$ cat src/rtl/r2_seq_pkg.sv
// Package for the compelled sequencer: link state encoding shared by its parts.
package r2_seq_pkg;
    // Link state: far end silent or far end sending.
    typedef enum logic {
        LINK_QUIET = 1'b0,
        LINK_FAR   = 1'b1
    } link_e;
endpackage

$ cat src/rtl/r2_seq_link_track.sv
// Link tracker: follows the detector presence flag while the channel is
// enabled, announces transitions combinationally and registers a one-cycle
// report toward the host. Assumes det_present is already debounced.
module r2_seq_link_track
    import r2_seq_pkg::*;
#(
    parameter int CODE_W = 6
) (
    input  logic              clk,
    input  logic              rst_n,
    input  logic              enable,
    input  logic              eot_rpt,
    input  logic              det_present,
    input  logic [CODE_W-1:0] det_code,
    output link_e             link_nxt,
    output logic              link_change,
    output logic              rpt_valid,
    output logic              rpt_end,
    output logic [CODE_W-1:0] rpt_code
);
    link_e link_q;
    link_e det_state;

    // Map the detector flag to a link state value.
    always_comb det_state = det_present ? LINK_FAR : LINK_QUIET;

    // A transition only counts on an enabled channel.
    always_comb begin
        link_change = enable && (det_state != link_q);
        link_nxt    = link_change ? det_state : link_q;
    end

    // Hold the link state.
    always_ff @(posedge clk) begin
        if (!rst_n) link_q <= LINK_QUIET;
        else        link_q <= link_nxt;
    end

    // Build the report pulse for the transition just taken.
    always_ff @(posedge clk) begin
        if (!rst_n) begin
            rpt_valid <= 1'b0;
            rpt_end   <= 1'b0;
            rpt_code  <= '0;
        end else if (link_change && det_state == LINK_FAR) begin
            rpt_valid <= 1'b1;
            rpt_end   <= 1'b0;
            rpt_code  <= det_code;
        end else if (link_change && eot_rpt) begin
            rpt_valid <= 1'b1;
            rpt_end   <= 1'b1;
            rpt_code  <= '0;
        end else begin
            rpt_valid <= 1'b0;
            rpt_end   <= 1'b0;
            rpt_code  <= '0;
        end
    end
endmodule

$ cat src/rtl/r2_seq_pend_slot.sv
// One-deep pending command slot. A load overwrites any older code; a drop
// empties it. The caller never asserts load and drop together.
module r2_seq_pend_slot #(
    parameter int CODE_W = 6
) (
    input  logic              clk,
    input  logic              rst_n,
    input  logic              load,
    input  logic [CODE_W-1:0] load_code,
    input  logic              drop,
    output logic              pend_valid,
    output logic [CODE_W-1:0] pend_code
);
    // Store, replace or clear the parked code.
    always_ff @(posedge clk) begin
        if (!rst_n) begin
            pend_valid <= 1'b0;
            pend_code  <= '0;
        end else if (load) begin
            pend_valid <= 1'b1;
            pend_code  <= load_code;
        end else if (drop) begin
            pend_valid <= 1'b0;
            pend_code  <= '0;
        end
    end
endmodule

$ cat src/rtl/r2_seq_tx_gate.sv
// Transmitter gate: merges host commands with link transitions into the
// generator enable and code. Commands are judged against the link state
// that holds after the current edge. Tone-off outranks everything.
module r2_seq_tx_gate #(
    parameter int CODE_W = 6
) (
    input  logic              clk,
    input  logic              rst_n,
    input  logic              cmd_go,
    input  logic [CODE_W-1:0] cmd_code,
    input  logic              auto_mode,
    input  logic              allowed_nxt,
    input  logic              enter_allowed,
    input  logic              enter_blocked,
    input  logic              pend_valid,
    input  logic [CODE_W-1:0] pend_code,
    output logic              pend_load,
    output logic              pend_drop,
    output logic              tx_on,
    output logic [CODE_W-1:0] tx_code
);
    logic              nxt_on;
    logic [CODE_W-1:0] nxt_code;
    logic              cmd_off;

    // Zero code is the tone-off command.
    always_comb cmd_off = cmd_go && (cmd_code == '0);

    // Decide the next generator state and the slot action.
    always_comb begin
        nxt_on    = tx_on;
        nxt_code  = tx_code;
        pend_load = 1'b0;
        pend_drop = 1'b0;
        if (cmd_off) begin
            nxt_on    = 1'b0;
            nxt_code  = '0;
            pend_drop = 1'b1;
        end else if (cmd_go) begin
            if (!auto_mode || allowed_nxt) begin
                nxt_on    = 1'b1;
                nxt_code  = cmd_code;
                pend_drop = 1'b1;
            end else begin
                pend_load = 1'b1;
                if (enter_blocked) begin
                    nxt_on   = 1'b0;
                    nxt_code = '0;
                end
            end
        end else if (enter_blocked) begin
            nxt_on   = 1'b0;
            nxt_code = '0;
        end else if (enter_allowed && pend_valid) begin
            nxt_on    = 1'b1;
            nxt_code  = pend_code;
            pend_drop = 1'b1;
        end
    end

    // Register the generator controls.
    always_ff @(posedge clk) begin
        if (!rst_n) begin
            tx_on   <= 1'b0;
            tx_code <= '0;
        end else begin
            tx_on   <= nxt_on;
            tx_code <= nxt_code;
        end
    end
endmodule

$ cat src/rtl/r2_compel_seq.sv
// Compelled handshake sequencer for one signaling channel. It ties the link
// tracker, the pending slot and the transmitter gate together and works out
// which link state permits sending for the configured direction. Assumes
// configuration inputs change only between handshakes and that a command
// strobe lasts one cycle.
module r2_compel_seq
    import r2_seq_pkg::*;
#(
    parameter int CODE_W = 6
) (
    input  logic              clk,
    input  logic              rst_n,
    input  logic              cfg_enable,
    input  logic              cfg_forward,
    input  logic              cfg_auto,
    input  logic              cfg_eot_rpt,
    input  logic              det_present,
    input  logic [CODE_W-1:0] det_code,
    input  logic              cmd_valid,
    input  logic [CODE_W-1:0] cmd_code,
    output logic              tx_on,
    output logic [CODE_W-1:0] tx_code,
    output logic              rpt_valid,
    output logic              rpt_end,
    output logic [CODE_W-1:0] rpt_code
);
    link_e             link_nxt;
    logic              link_change;
    logic              allowed_nxt;
    logic              enter_allowed;
    logic              enter_blocked;
    logic              cmd_go;
    logic              pend_load;
    logic              pend_drop;
    logic              pend_valid;
    logic [CODE_W-1:0] pend_code;

    // Forward sends on a quiet link, backward sends while the far end sends.
    always_comb begin
        allowed_nxt   = cfg_forward ? (link_nxt == LINK_QUIET) : (link_nxt == LINK_FAR);
        enter_allowed = cfg_auto && link_change && allowed_nxt;
        enter_blocked = cfg_auto && link_change && !allowed_nxt;
        cmd_go        = cfg_enable && cmd_valid;
    end

    r2_seq_link_track #(.CODE_W(CODE_W)) u_link (
        .clk         (clk),
        .rst_n       (rst_n),
        .enable      (cfg_enable),
        .eot_rpt     (cfg_eot_rpt),
        .det_present (det_present),
        .det_code    (det_code),
        .link_nxt    (link_nxt),
        .link_change (link_change),
        .rpt_valid   (rpt_valid),
        .rpt_end     (rpt_end),
        .rpt_code    (rpt_code)
    );

    r2_seq_pend_slot #(.CODE_W(CODE_W)) u_pend (
        .clk        (clk),
        .rst_n      (rst_n),
        .load       (pend_load),
        .load_code  (cmd_code),
        .drop       (pend_drop),
        .pend_valid (pend_valid),
        .pend_code  (pend_code)
    );

    r2_seq_tx_gate #(.CODE_W(CODE_W)) u_gate (
        .clk           (clk),
        .rst_n         (rst_n),
        .cmd_go        (cmd_go),
        .cmd_code      (cmd_code),
        .auto_mode     (cfg_auto),
        .allowed_nxt   (allowed_nxt),
        .enter_allowed (enter_allowed),
        .enter_blocked (enter_blocked),
        .pend_valid    (pend_valid),
        .pend_code     (pend_code),
        .pend_load     (pend_load),
        .pend_drop     (pend_drop),
        .tx_on         (tx_on),
        .tx_code       (tx_code)
    );
endmodule

$ cat config.mk
export PLATFORM = sky130hd
export DESIGN_NAME = r2_compel_seq
export DESIGN_NICKNAME = d
export VERILOG_FILES = /design/src/rtl/r2_seq_pkg.sv /design/src/rtl/r2_seq_link_track.sv /design/src/rtl/r2_seq_pend_slot.sv /design/src/rtl/r2_seq_tx_gate.sv /design/src/rtl/r2_compel_seq.sv
export SDC_FILE = /design/constraint.sdc
export NUM_CORES = 1
export LEC_CHECK = 0
export ABC_AREA = 0
export CELL_PAD_IN_SITES_DETAIL_PLACEMENT = 1
export CELL_PAD_IN_SITES_GLOBAL_PLACEMENT = 2
export CORE_MARGIN = 8
export CORE_UTILIZATION = 25
export CTS_CLUSTER_SIZE = 28
export DETAILED_ROUTE_END_ITERATION = 6
export PLACE_DENSITY = 0.72
export SYNTH_ARGS = -nofsm -noshare
export SYNTH_HDL_FRONTEND = slang
export SYNTH_SLANG_ARGS = --single-unit
$ cat constraint.sdc
create_clock -name clk -period 2.1 [get_ports clk]
set_input_delay 0.42 -clock clk [delete_from_list [all_inputs] [get_ports clk]]
set_output_delay 0.42 -clock clk [all_outputs]
set_load 0.005 [all_outputs]
==> results of run 1 <==
final timing paths:
check	to	slack, ps	cells past startpoint
min reg2reg	u_pend.pend_code[3]$_SDFFE_PN0P_	500	1
min	u_pend.pend_code[3]$_SDFFE_PN0P_	500	1
max reg2reg	u_gate.tx_code[2]$_SDFFE_PP0P_	440	6
max	u_gate.tx_code[2]$_SDFFE_PP0P_	140	7
report_power, final:
| group | total [mW] | switching [mW] | leakage, nW | internal, mW |
|---|---|---|---|---|
| sequential | 0.465 | 0.0103 | 0.188 | 0.454 |
| clock | 0.286 | 0.154 | 0.0255 | 0.133 |
| combinational | 0.167 | 0.0663 | 0.353 | 0.101 |
| total | 0.918 | 0.230 | 0.566 | 0.688 |
through the flow:
| stage | utilization (%) | instances | cell area (um^2) |
|---|---|---|---|
| CTS | 39.7 | 192 | 1470 |
| global route | 39.7 | 192 | 1470 |
| finish | 39.7 | 192 | 1470 |
| detailed placement | 38.5 | 188 | 1420 |
| floorplan | - | 99 | 972 |
| global placement | 38.5 | 188 | 1420 |
cells by family (layout without fill, tap and decap cells):
family	count (synthesis)	after routing	share of synthesized area, %
DFF	23	23	47.4
AOI/OAI and AO/OA	33	33	22.4
xor gates and xnor gates	2	2	1.80
muxes	1	1	1.03
buffers and inverters	7	52	5.66
and+or+nand+nor	33	33	21.8
layer usage:
layer | share of wire [%] | up-vias | wire length (um) | GRT usage, %
met5 | 0 | - | 0 | 0
met4 | 0.50 | 0 | 15 | 1.67
met3 | 10 | 2 | 310 | 5.13
met2 | 43 | 29 | 1290 | 14.6
met1 | 46 | 431 | 1370 | 12.0
li1 | - | 449 | - | -
synth_stat cells (2+ instances only):
master,count,area (um^2)
dfxtp_1,23,460
a21oi_1,8,40.0
and2_1,8,50.1
a22o_1,6,52.6
a22oi_1,6,45.0
o21ai_0,6,30.0
nand2_1,5,18.8
buf_6,3,33.8
nor2_1,3,11.3
and3b_1,2,17.5
buf_2,2,10.0
nand2b_1,2,12.5
o21ai_1,2,10.0
xnor2_1,2,17.5
worst reg2reg max path: stages (launching register included):
cell and delay, ps:
dfxtp_1 400, or4b_1 570, nand3_1 100, o22ai_1 80, buf_4 200, o21ai_0 150, a21oi_1 50
layout make-up:
| class | instances | area (um^2) | share of cell area, % |
|---|---|---|---|
| Sequential cell | 23 | 460 | 31.4 |
| Clock inverter | 1 | 5.00 | 0.342 |
| Tap cell | 48 | 60.1 | 4.10 |
| Inverter | 1 | 3.75 | 0.256 |
| Timing Repair Buffer | 47 | 438 | 29.9 |
| Clock buffer | 3 | 41.3 | 2.82 |
| Multi-Input combinational cell | 69 | 457 | 31.2 |
registers in the layout, indices dropped and copies added, names as in the netlist:
name and count:
u_gate.tx_code 6, u_link.rpt_code 6, u_pend.pend_code 6, u_gate.tx_on 1
u_link.link_q 1, u_link.rpt_end 1, u_link.rpt_valid 1, u_pend.pend_valid 1
==> qor.txt, run 1 <==
status -> finished clean
Crit Path Category -> in -> reg
PnR Total Power -> 0.918 mW
pwr dens -> 627 nW/um^2
Synth async-reset ratio -> 0%
synthesis warning total -> 0
cts hold-fix bufs -> 0
CTS Buf Count -> 3
Clock Pin Slew Worst Setup and Hold Paths -> 90 ps
maxcap violations -> 0
total gr overflow -> 0
worst hold slack -> 502 ps
FP Rows -> 22
DRC -> 0
die area -> 6140 um^2
Top delay family on crit path -> buffers and inverters
synth unique cells -> 35
Starting Density -> 26.4%
Setup Viol. Count Final -> 0
core area -> 3690 um^2
Worst Clk Skew -> 5.67 ps
fmax -> 509 MHz
vias per cell -> 4.74
Critical Path End Type -> flip-flop
pin slew with the least headroom to its limit -> 261 ps
RSZ-0062 raised after global routing -> no
fillers -> 435
Buffers on Ports -> 34
initial antenna violation count -> 0
most frequent cells in the layout -> clkdlybuf4s50_1, dfxtp_1, buf_4
post-place setup slack -> -157 ps
Max Slew Vio Count -> 0
Syn Area/Cell -> 9.82 um^2
Hold Path Class -> reg -> reg
leakage -> 0.566 nW
Worst Path Arrival -> 2120 ps
Post-CTS Setup Inserts -> 0
CP max-delay cell -> clkdlybuf4s50_1
RePlAce Congestion -> 0.810
Post-synth EDFFs -> 0
detailed-route via count -> 911
clk root buf -> clkbuf_8
antenna cell count -> 0
crit path time final -> 1960 ps
Max stage delay on crit path -> 590 ps
CTS resizes -> 0
sequential area share after synthesis -> 47.4%
Initial DRC Count -> 49
clk buf depth -> 2
DRT antenna net count -> 0
Die H -> 78.4 um
critical path peak fanout -> 12
CP required -> 2260 ps
Worst VDD drop -> 279 uV
Hold Vio Cnt, Final -> 0
beginning of the worst hold path -> u_pend.pend_code[3]$_SDFFE_PN0P_
setup TNS -> 0 ps
fraction of layout cells with a size suffix above 1 -> 13.2%
area of the mapped netlist -> 972 um^2
Post-Synthesis Cells -> 99
Tcrit/Tclk final -> 93.5%
Routed WL per cell -> 15.5 um
CTS tree -> done
largest net degree at the start of global routing -> 14
Slew headroom -> 82.1%
first-pass GRT wire length -> 4890 um
final setup margin -> 136 ps
final net count -> 165
FF+latch count, synth -> 23
# H-tree levels -> 1
crit path launch -> cfg_forward
Ports -> 35
CP startpoint kind -> primary input
P&R area growth vs syn -> 50.7%
hpwl dp -> 2370 um
ys flop type -> dfxtp_1
CP bufs+invs -> 2
commonest non-fill, non-tap cell in the layout -> clkdlybuf4s50_1
gr usage total -> 9.65%
vias in the first global route -> 1006
total wire length -> 2980 um
syn nets -> 119
clock sinks -> 23
Worst-Skew Late Latency -> 270 ps
Pre-antenna DRT Iters -> 4
worst r2r src -> u_link.link_q$_SDFF_PN0_
Die W -> 78.4 um
CP cell instances -> clkdlybuf4s50_1 -> and4bb_2 -> nor3_1 -> o22ai_1 -> buf_4 -> o21ai_0 -> a21oi_1
Power figures use the tool's default switching activity.
==> inputs of run 2 (changes only) <==
--- a/config.mk
+++ b/config.mk
@@ -6,6 +6,7 @@
 export NUM_CORES = 1
 export LEC_CHECK = 0
 export ABC_AREA = 0
+export CAP_MARGIN = 20
 export CELL_PAD_IN_SITES_DETAIL_PLACEMENT = 1
 export CELL_PAD_IN_SITES_GLOBAL_PLACEMENT = 2
 export CORE_MARGIN = 8
==> results of run 2 <==
Final layout, timing and power as in run 1 (identical DEF).
==> inputs of run 3 (changes only) <==
--- a/config.mk
+++ b/config.mk
@@ -6,7 +6,7 @@
 export NUM_CORES = 1
 export LEC_CHECK = 0
 export ABC_AREA = 0
-export CAP_MARGIN = 20
+export CAP_MARGIN = 40
 export CELL_PAD_IN_SITES_DETAIL_PLACEMENT = 1
 export CELL_PAD_IN_SITES_GLOBAL_PLACEMENT = 2
 export CORE_MARGIN = 8
==> results of run 3 <==
Final layout, timing and power as in run 1 (identical DEF).
